--- src/rtl/flash_cmd_pkg.sv ---
package flash_cmd_pkg;

  typedef enum logic [2:0] {
    OP_NONE   = 3'd0,
    OP_PROG   = 3'd1,
    OP_SECT   = 3'd2,
    OP_BLK    = 3'd3,
    OP_CHIP   = 3'd4,
    OP_SUSP   = 3'd5,
    OP_RESUME = 3'd6
  } op_kind_e;

  typedef enum logic [1:0] {
    RM_ARRAY = 2'd0,
    RM_ID    = 2'd1,
    RM_QUERY = 2'd2,
    RM_SECID = 2'd3
  } rd_mode_e;

  typedef enum logic [2:0] {
    SQ_IDLE,
    SQ_UNL1,
    SQ_UNL2,
    SQ_PGM,
    SQ_ERA3,
    SQ_ERA4,
    SQ_ERA5
  } seq_e;

  localparam logic [7:0] C_KEY1    = 8'hAA;
  localparam logic [7:0] C_KEY2    = 8'h55;
  localparam logic [7:0] C_PROG    = 8'hA0;
  localparam logic [7:0] C_ERASE   = 8'h80;
  localparam logic [7:0] C_SECT    = 8'h50;
  localparam logic [7:0] C_BLK     = 8'h30;
  localparam logic [7:0] C_CHIP    = 8'h10;
  localparam logic [7:0] C_SUSP    = 8'hB0;
  localparam logic [7:0] C_RESUME  = 8'h30;
  localparam logic [7:0] C_ID      = 8'h90;
  localparam logic [7:0] C_QUERY   = 8'h98;
  localparam logic [7:0] C_SECID   = 8'h88;
  localparam logic [7:0] C_EXIT    = 8'hF0;

  localparam logic [31:0] KEY_ADDR1 = 32'h555;
  localparam logic [31:0] KEY_ADDR2 = 32'h2AA;

  // True when both addresses fall in the same aligned span of 2**sh words.
  function automatic logic same_span(input logic [31:0] a, input logic [31:0] b,
                                     input int unsigned sh);
    return (a >> sh) == (b >> sh);
  endfunction

  function automatic logic is_erase(input op_kind_e k);
    return (k == OP_SECT) || (k == OP_BLK) || (k == OP_CHIP);
  endfunction

endpackage

--- src/rtl/fcs_seq_tracker.sv ---
module fcs_seq_tracker
  import flash_cmd_pkg::*;
#(
  parameter int KEY_BITS = 11
) (
  input  logic                clk,
  input  logic                rst_n,
  input  logic                wr_valid,
  input  logic [KEY_BITS-1:0] key_addr,
  input  logic [7:0]          cmd_byte,
  input  logic                eng_busy,
  input  logic                suspended,
  output op_kind_e            cand_kind,
  output logic                mode_set,
  output rd_mode_e            mode_val,
  output logic                seq_abort
);

  localparam logic [KEY_BITS-1:0] K1 = KEY_BITS'(KEY_ADDR1);
  localparam logic [KEY_BITS-1:0] K2 = KEY_BITS'(KEY_ADDR2);

  seq_e st_q, st_d;
  logic at_k1, at_k2;

  assign at_k1 = (key_addr == K1);
  assign at_k2 = (key_addr == K2);

  always_comb begin
    st_d      = st_q;
    cand_kind = OP_NONE;
    mode_set  = 1'b0;
    mode_val  = RM_ARRAY;
    seq_abort = 1'b0;
    if (wr_valid) begin
      if (eng_busy) begin
        if (cmd_byte == C_SUSP) cand_kind = OP_SUSP;
      end else begin
        unique case (st_q)
          SQ_IDLE: begin
            if (at_k1 && cmd_byte == C_KEY1)           st_d = SQ_UNL1;
            else if (cmd_byte == C_EXIT)               mode_set = 1'b1;
            else if (suspended && cmd_byte == C_RESUME) cand_kind = OP_RESUME;
          end
          SQ_UNL1: begin
            if (at_k2 && cmd_byte == C_KEY2) st_d = SQ_UNL2;
            else                             seq_abort = 1'b1;
          end
          SQ_UNL2: begin
            st_d = SQ_IDLE;
            if (!at_k1) seq_abort = 1'b1;
            else begin
              unique case (cmd_byte)
                C_PROG:  st_d = SQ_PGM;
                C_ERASE: st_d = SQ_ERA3;
                C_ID:    begin mode_set = 1'b1; mode_val = RM_ID;    end
                C_QUERY: begin mode_set = 1'b1; mode_val = RM_QUERY; end
                C_SECID: begin mode_set = 1'b1; mode_val = RM_SECID; end
                C_EXIT:  mode_set = 1'b1;
                default: seq_abort = 1'b1;
              endcase
            end
          end
          SQ_PGM: begin
            st_d      = SQ_IDLE;
            cand_kind = OP_PROG;
          end
          SQ_ERA3: begin
            if (at_k1 && cmd_byte == C_KEY1) st_d = SQ_ERA4;
            else                             seq_abort = 1'b1;
          end
          SQ_ERA4: begin
            if (at_k2 && cmd_byte == C_KEY2) st_d = SQ_ERA5;
            else                             seq_abort = 1'b1;
          end
          SQ_ERA5: begin
            st_d = SQ_IDLE;
            if (cmd_byte == C_SECT)               cand_kind = OP_SECT;
            else if (cmd_byte == C_BLK)           cand_kind = OP_BLK;
            else if (cmd_byte == C_CHIP && at_k1) cand_kind = OP_CHIP;
            else                                  seq_abort = 1'b1;
          end
          default: seq_abort = 1'b1;
        endcase
        if (seq_abort) begin
          st_d     = SQ_IDLE;
          mode_set = 1'b1;
          mode_val = RM_ARRAY;
        end
      end
    end
  end

  always_ff @(posedge clk or negedge rst_n) begin
    if (!rst_n) st_q <= SQ_IDLE;
    else        st_q <= st_d;
  end

endmodule

--- src/rtl/fcs_op_filter.sv ---
module fcs_op_filter
  import flash_cmd_pkg::*;
#(
  parameter int AW        = 22,
  parameter int SECT_BITS = 11,
  parameter int BLK_BITS  = 15,
  parameter bit BOOT_TOP  = 1'b0
) (
  input  op_kind_e        cand_kind,
  input  logic [AW-1:0]   wr_addr,
  input  logic            wp_n,
  input  logic            eng_erasing,
  input  logic            suspended,
  input  logic            susp_is_block,
  input  logic [AW-1:0]   susp_addr,
  input  logic            erase_can_susp,
  output logic            accept,
  output logic            reject
);

  localparam int BIDX_W = AW - BLK_BITS;

  logic [BIDX_W-1:0] blk_idx;
  logic              boot_hit;
  logic              in_susp_region;

  assign blk_idx = wr_addr[AW-1:BLK_BITS];

  generate
    if (BOOT_TOP) begin : g_boot_top
      assign boot_hit = &blk_idx;
    end else begin : g_boot_bottom
      assign boot_hit = ~|blk_idx;
    end
  endgenerate

  assign in_susp_region = same_span(32'(wr_addr), 32'(susp_addr),
                                    susp_is_block ? BLK_BITS : SECT_BITS);

  always_comb begin
    reject = 1'b0;
    unique case (cand_kind)
      OP_PROG:         reject = (!wp_n && boot_hit) || (suspended && in_susp_region);
      OP_SECT, OP_BLK: reject = suspended || (!wp_n && boot_hit);
      OP_CHIP:         reject = suspended || !wp_n;
      OP_SUSP:         reject = !eng_erasing || suspended || !erase_can_susp;
      default:         reject = 1'b0;
    endcase
    accept = (cand_kind != OP_NONE) && !reject;
  end

endmodule

--- src/rtl/fcs_ctrl_regs.sv ---
module fcs_ctrl_regs
  import flash_cmd_pkg::*;
#(
  parameter int AW = 22,
  parameter int DW = 16
) (
  input  logic            clk,
  input  logic            rst_n,
  input  logic            accept,
  input  op_kind_e        cand_kind,
  input  logic [AW-1:0]   wr_addr,
  input  logic [DW-1:0]   wr_data,
  input  logic            mode_set,
  input  rd_mode_e        mode_val,
  output logic            op_valid,
  output logic [2:0]      op_kind,
  output logic [AW-1:0]   op_addr,
  output logic [DW-1:0]   op_data,
  output logic [1:0]      mode,
  output logic            suspended,
  output logic [AW-1:0]   susp_addr,
  output logic            susp_is_block,
  output logic            erase_can_susp
);

  always_ff @(posedge clk or negedge rst_n) begin
    if (!rst_n) begin
      op_valid       <= 1'b0;
      op_kind        <= OP_NONE;
      op_addr        <= '0;
      op_data        <= '0;
      mode           <= RM_ARRAY;
      suspended      <= 1'b0;
      susp_addr      <= '0;
      susp_is_block  <= 1'b0;
      erase_can_susp <= 1'b0;
    end else begin
      op_valid <= accept;
      if (accept) begin
        op_kind <= cand_kind;
        op_addr <= wr_addr;
        op_data <= wr_data;
        unique case (cand_kind)
          OP_SECT: begin
            erase_can_susp <= 1'b1;
            susp_addr      <= wr_addr;
            susp_is_block  <= 1'b0;
          end
          OP_BLK: begin
            erase_can_susp <= 1'b1;
            susp_addr      <= wr_addr;
            susp_is_block  <= 1'b1;
          end
          OP_CHIP:   erase_can_susp <= 1'b0;
          OP_SUSP:   suspended      <= 1'b1;
          OP_RESUME: suspended      <= 1'b0;
          default:   ;
        endcase
      end
      if (mode_set) mode <= mode_val;
    end
  end

endmodule

--- src/rtl/flash_cmd_seq.sv ---
module flash_cmd_seq
  import flash_cmd_pkg::*;
#(
  parameter int AW        = 22,
  parameter int DW        = 16,
  parameter int KEY_BITS  = 11,
  parameter int SECT_BITS = 11,
  parameter int BLK_BITS  = 15,
  parameter bit BOOT_TOP  = 1'b0
) (
  input  logic            clk,
  input  logic            rst_n,
  input  logic            wr_valid,
  input  logic [AW-1:0]   wr_addr,
  input  logic [DW-1:0]   wr_data,
  input  logic            wp_n,
  input  logic            eng_busy,
  input  logic            eng_erasing,
  output logic            op_valid,
  output logic [2:0]      op_kind,
  output logic [AW-1:0]   op_addr,
  output logic [DW-1:0]   op_data,
  output logic [1:0]      mode,
  output logic            suspended
);

  // Internal events, named for the checker.
  op_kind_e          cand_kind;
  logic              mode_set;
  rd_mode_e          mode_val;
  logic              seq_abort;
  logic              cand_accept;
  logic              cand_reject;
  logic [AW-1:0]     susp_addr;
  logic              susp_is_block;
  logic              erase_can_susp;

  fcs_seq_tracker #(.KEY_BITS(KEY_BITS)) u_trk (
    .clk       (clk),
    .rst_n     (rst_n),
    .wr_valid  (wr_valid),
    .key_addr  (wr_addr[KEY_BITS-1:0]),
    .cmd_byte  (wr_data[7:0]),
    .eng_busy  (eng_busy),
    .suspended (suspended),
    .cand_kind (cand_kind),
    .mode_set  (mode_set),
    .mode_val  (mode_val),
    .seq_abort (seq_abort)
  );

  fcs_op_filter #(
    .AW(AW), .SECT_BITS(SECT_BITS), .BLK_BITS(BLK_BITS), .BOOT_TOP(BOOT_TOP)
  ) u_flt (
    .cand_kind      (cand_kind),
    .wr_addr        (wr_addr),
    .wp_n           (wp_n),
    .eng_erasing    (eng_erasing),
    .suspended      (suspended),
    .susp_is_block  (susp_is_block),
    .susp_addr      (susp_addr),
    .erase_can_susp (erase_can_susp),
    .accept         (cand_accept),
    .reject         (cand_reject)
  );

  fcs_ctrl_regs #(.AW(AW), .DW(DW)) u_regs (
    .clk            (clk),
    .rst_n          (rst_n),
    .accept         (cand_accept),
    .cand_kind      (cand_kind),
    .wr_addr        (wr_addr),
    .wr_data        (wr_data),
    .mode_set       (mode_set),
    .mode_val       (mode_val),
    .op_valid       (op_valid),
    .op_kind        (op_kind),
    .op_addr        (op_addr),
    .op_data        (op_data),
    .mode           (mode),
    .suspended      (suspended),
    .susp_addr      (susp_addr),
    .susp_is_block  (susp_is_block),
    .erase_can_susp (erase_can_susp)
  );

endmodule

--- config.mk ---
export PLATFORM = sky130hd
export DESIGN_NAME = flash_cmd_seq
export DESIGN_NICKNAME = d
export VERILOG_FILES = /design/src/rtl/flash_cmd_pkg.sv /design/src/rtl/fcs_seq_tracker.sv /design/src/rtl/fcs_op_filter.sv /design/src/rtl/fcs_ctrl_regs.sv /design/src/rtl/flash_cmd_seq.sv
export SDC_FILE = /design/constraint.sdc
export NUM_CORES = 1
export LEC_CHECK = 0
export BUFFER_PORTS_ARGS = -buffer_cell sky130_fd_sc_hd__buf_2
export CAP_MARGIN = 10
export CORE_MARGIN = 4
export CORE_UTILIZATION = 45
export DETAILED_ROUTE_END_ITERATION = 8
export GPL_TIMING_DRIVEN = 0
export PLACE_DENSITY_LB_ADDON = 0.2
export SYNTH_ARGS = -nofsm -noshare
export SYNTH_HDL_FRONTEND = slang
export SYNTH_HIERARCHICAL = 1
export SYNTH_SLANG_ARGS = --single-unit
--- constraint.sdc ---
create_clock -name clk -period 2.8 [get_ports clk]
set_input_delay 0.56 -clock clk [delete_from_list [all_inputs] [get_ports clk]]
set_output_delay 0.56 -clock clk [all_outputs]
set_load 0.02 [all_outputs]
==> summary.md <==
| Metric | Value |
|---|---|
| Status | `finished, violations left` |
| Failing checks | `negative setup slack` |
| Critical Path AT | `3.64 ns` |
| Cts bufs inserted | `9` |
| Fmax | `0.292 GHz` |
| DRC Markers | `0` |
| Minimum clock period | `about 3.4 ns` |
| YS warnings | `6` |
| Via count | `2501` |
| Syn avg cell area | `12.3 um^2` |
| Clk buf depth | `2` |
| Die width | `90.4 um` |
| Syn nets | `293` |
| Worst Tran Pin Value | `~0.68 ns` |
| CP Class | `in2reg` |
| DP Cell Count | `415` |
| Core area | `0.00646 mm^2` |
| Synth Instances | `249` |
| Maximum VDD drop | `a little under 400 uV` |
| Die area | `0.00818 mm^2` |
| Initial antenna violation count | `0` |
| Antenna-violating nets left | `0` |
| Tcrit/Tclk final | `122%` |
| DP Wirelength | `5280 um` |
| Drt via density | `between 5 and 6` |
| Lkg Pwr | `2.09 nW` |
| Synth Cell Area | `between 0.003 and 0.004 mm^2` |
| Drt first pass iters | `4` |
| Max Clock Skew | `0.00614 ns` |
| Hold_buf cts | `0` |
| Clk Latency, worst-skew pair | `0.33 ns` |
| H-tree depth | `3` |
| CP Capture Type | `flop` |
| Critical Path Source Type | `input port` |
| Worst-path clk slew | `0.07 ns` |
| Initial drt markers | `95` |
| ANT cells | `0` |
| Final setup vio count | `55` |
| Relative slew slack | `54.1%` |
| Layout Nets | `418` |
| Root buf cell | `clkbuf_8` |
| First-pass GRT wire length | `roughly 13000 um` |
| Port Buf Inserts | `88` |
| CTS sink cnt | `61` |
| GPL Wtd Cong | `0.872` |
| Setup_tns | `-32.15 ns` |
| CP required | `3.01 ns` |
| Worst hold margin | `approximately 0.21 ns` |
| Detailed Route WL | `8150 um` |
| Initial cell density of the core | `47.3%` |
| Routed len/inst | `17.9 um` |
| Pin count of the biggest net entering global routing | `39` |
| Final Hold Viols | `0` |
| Number of global-route vias before repair | `2493` |
| Post-layout util | `67.1%` |
| Hold WC Path Type | `in2async` |
| Non-Filler Instances | `456` |
| Crit-path max FO | `6` |
| I/O pin count | `89` |
| Fraction of layout cells with a size suffix above 1 | `54.6%` |
| Site Rows | `29` |
| Gr ovfl total | `0` |
| Layout area overhead | `41.8%` |
| Power Density | `~580 mW/mm^2` |
| Tot GR Track Use | `19.4%` |
| Final worst slack | `-0.621 ns` |
| Die outline height | `90.4 um` |
| CTS tree | `done` |
| Maxcap violations | `0` |
| RSZ-0062 raised after global routing | `true` |
| Slew Viols, Final | `0` |
layer usage:
layer | track usage (%) | part of all wire, %
met1 | 24.7 | 45
met3 | 5.25 | 5.6
met4 | 8.67 | 1.8
met2 | 30.9 | 48
met5 | 0 | 0
stage by stage:
| step | instance area (um^2) | total power [W] | setup slack, ns |
|---|---|---|---|
| final | 4340 | 0.00251 | -0.621 |
| after floorplan | 3080 | 0.00139 | -0.766 |
| after CTS | 4200 | 0.00251 | -0.599 |
| after detailed placement | 3640 | 0.00162 | -1.27 |
| after global placement | 3620 | 0.00161 | -1.23 |
| after global routing | 4340 | 0.00263 | -0.706 |
critical path: stages:
cell,delay (ns)
buf_8,0.09
or4_4,0.54
or4_4,0.50
or4_4,0.47
a21oi_4,0.23
nor2_1,0.08
o2111ai_1,0.10
nand3_1,0.12
nor3_2,0.18
buf_6,0.16
buf_4,0.14
clkbuf_16,0.15
mux2_4,0.30
flip-flops by register name, summed over array words and instances (netlist names):
signal,count
u_regs/op_addr,22
u_regs/op_data,16
u_regs/susp_addr,11
u_regs/op_kind,3
u_trk/st_q,3
u_regs/mode,2
u_regs/erase_can_susp,1
u_regs/op_valid,1
u_regs/susp_is_block,1
u_regs/suspended,1
layout by cell type, fill, tap and decap left out, drive strengths merged, types with 6 or more instances in the layout:
cell and count:
buf 119, dfrtp 61, mux2 55, clkbuf 16
nand2 15, nor2 15, xnor2 13, nor4 7
nand3 6, nand2b 6, inv 6
path summary, 6_finish.rpt:
check | startpoint | to | slack [ns] | depth (start not counted)
worst max-delay path | wr_data[1] | u_regs/op_addr[5] | -0.62 | 13
worst min-delay path | rst_n | u_regs/op_data[1] | 0.21 | 1
worst max register to register | u_trk/st_q[2] | u_regs/op_addr[5] | -0.22 | 12
worst min register to register | u_regs/op_data[8] | u_regs/op_data[8] | 0.50 | 1
max in group asynchronous | rst_n | u_regs/suspended | 1.99 | 2
min in group clk | wr_data[8] | u_regs/op_data[8] | 0.45 | 2
power by group:
| part | leakage, nW | internal [W] | switching (W) |
|---|---|---|---|
| combinational | 1.24 | 0.000326 | 0.000347 |
| clock | 0.0964 | 0.000433 | 0.000348 |
| sequential | 0.761 | 0.000999 | 0.0000580 |
cell type report:
class,count,area [um^2]
clock buffers,12,145
plain buffers,9,131
inverters,6,22.5
clock inverters,4,47.5
flip-flops and latches,61,1530
multi-input cells,173,1620
fillers,494,2120
well taps,77,96.3
repair buffers,114,743
what timing repair did:
item / in CTS / in global routing
pin swaps: 2 / 5
gates resized for setup: 59 / 10
buffers inserted: 15 / 8
setup endpoints to repair: 55 / 57
hold endpoints to repair: 0 / 0
cloned: 1 / 3
(Power assumes the default switching activity.)
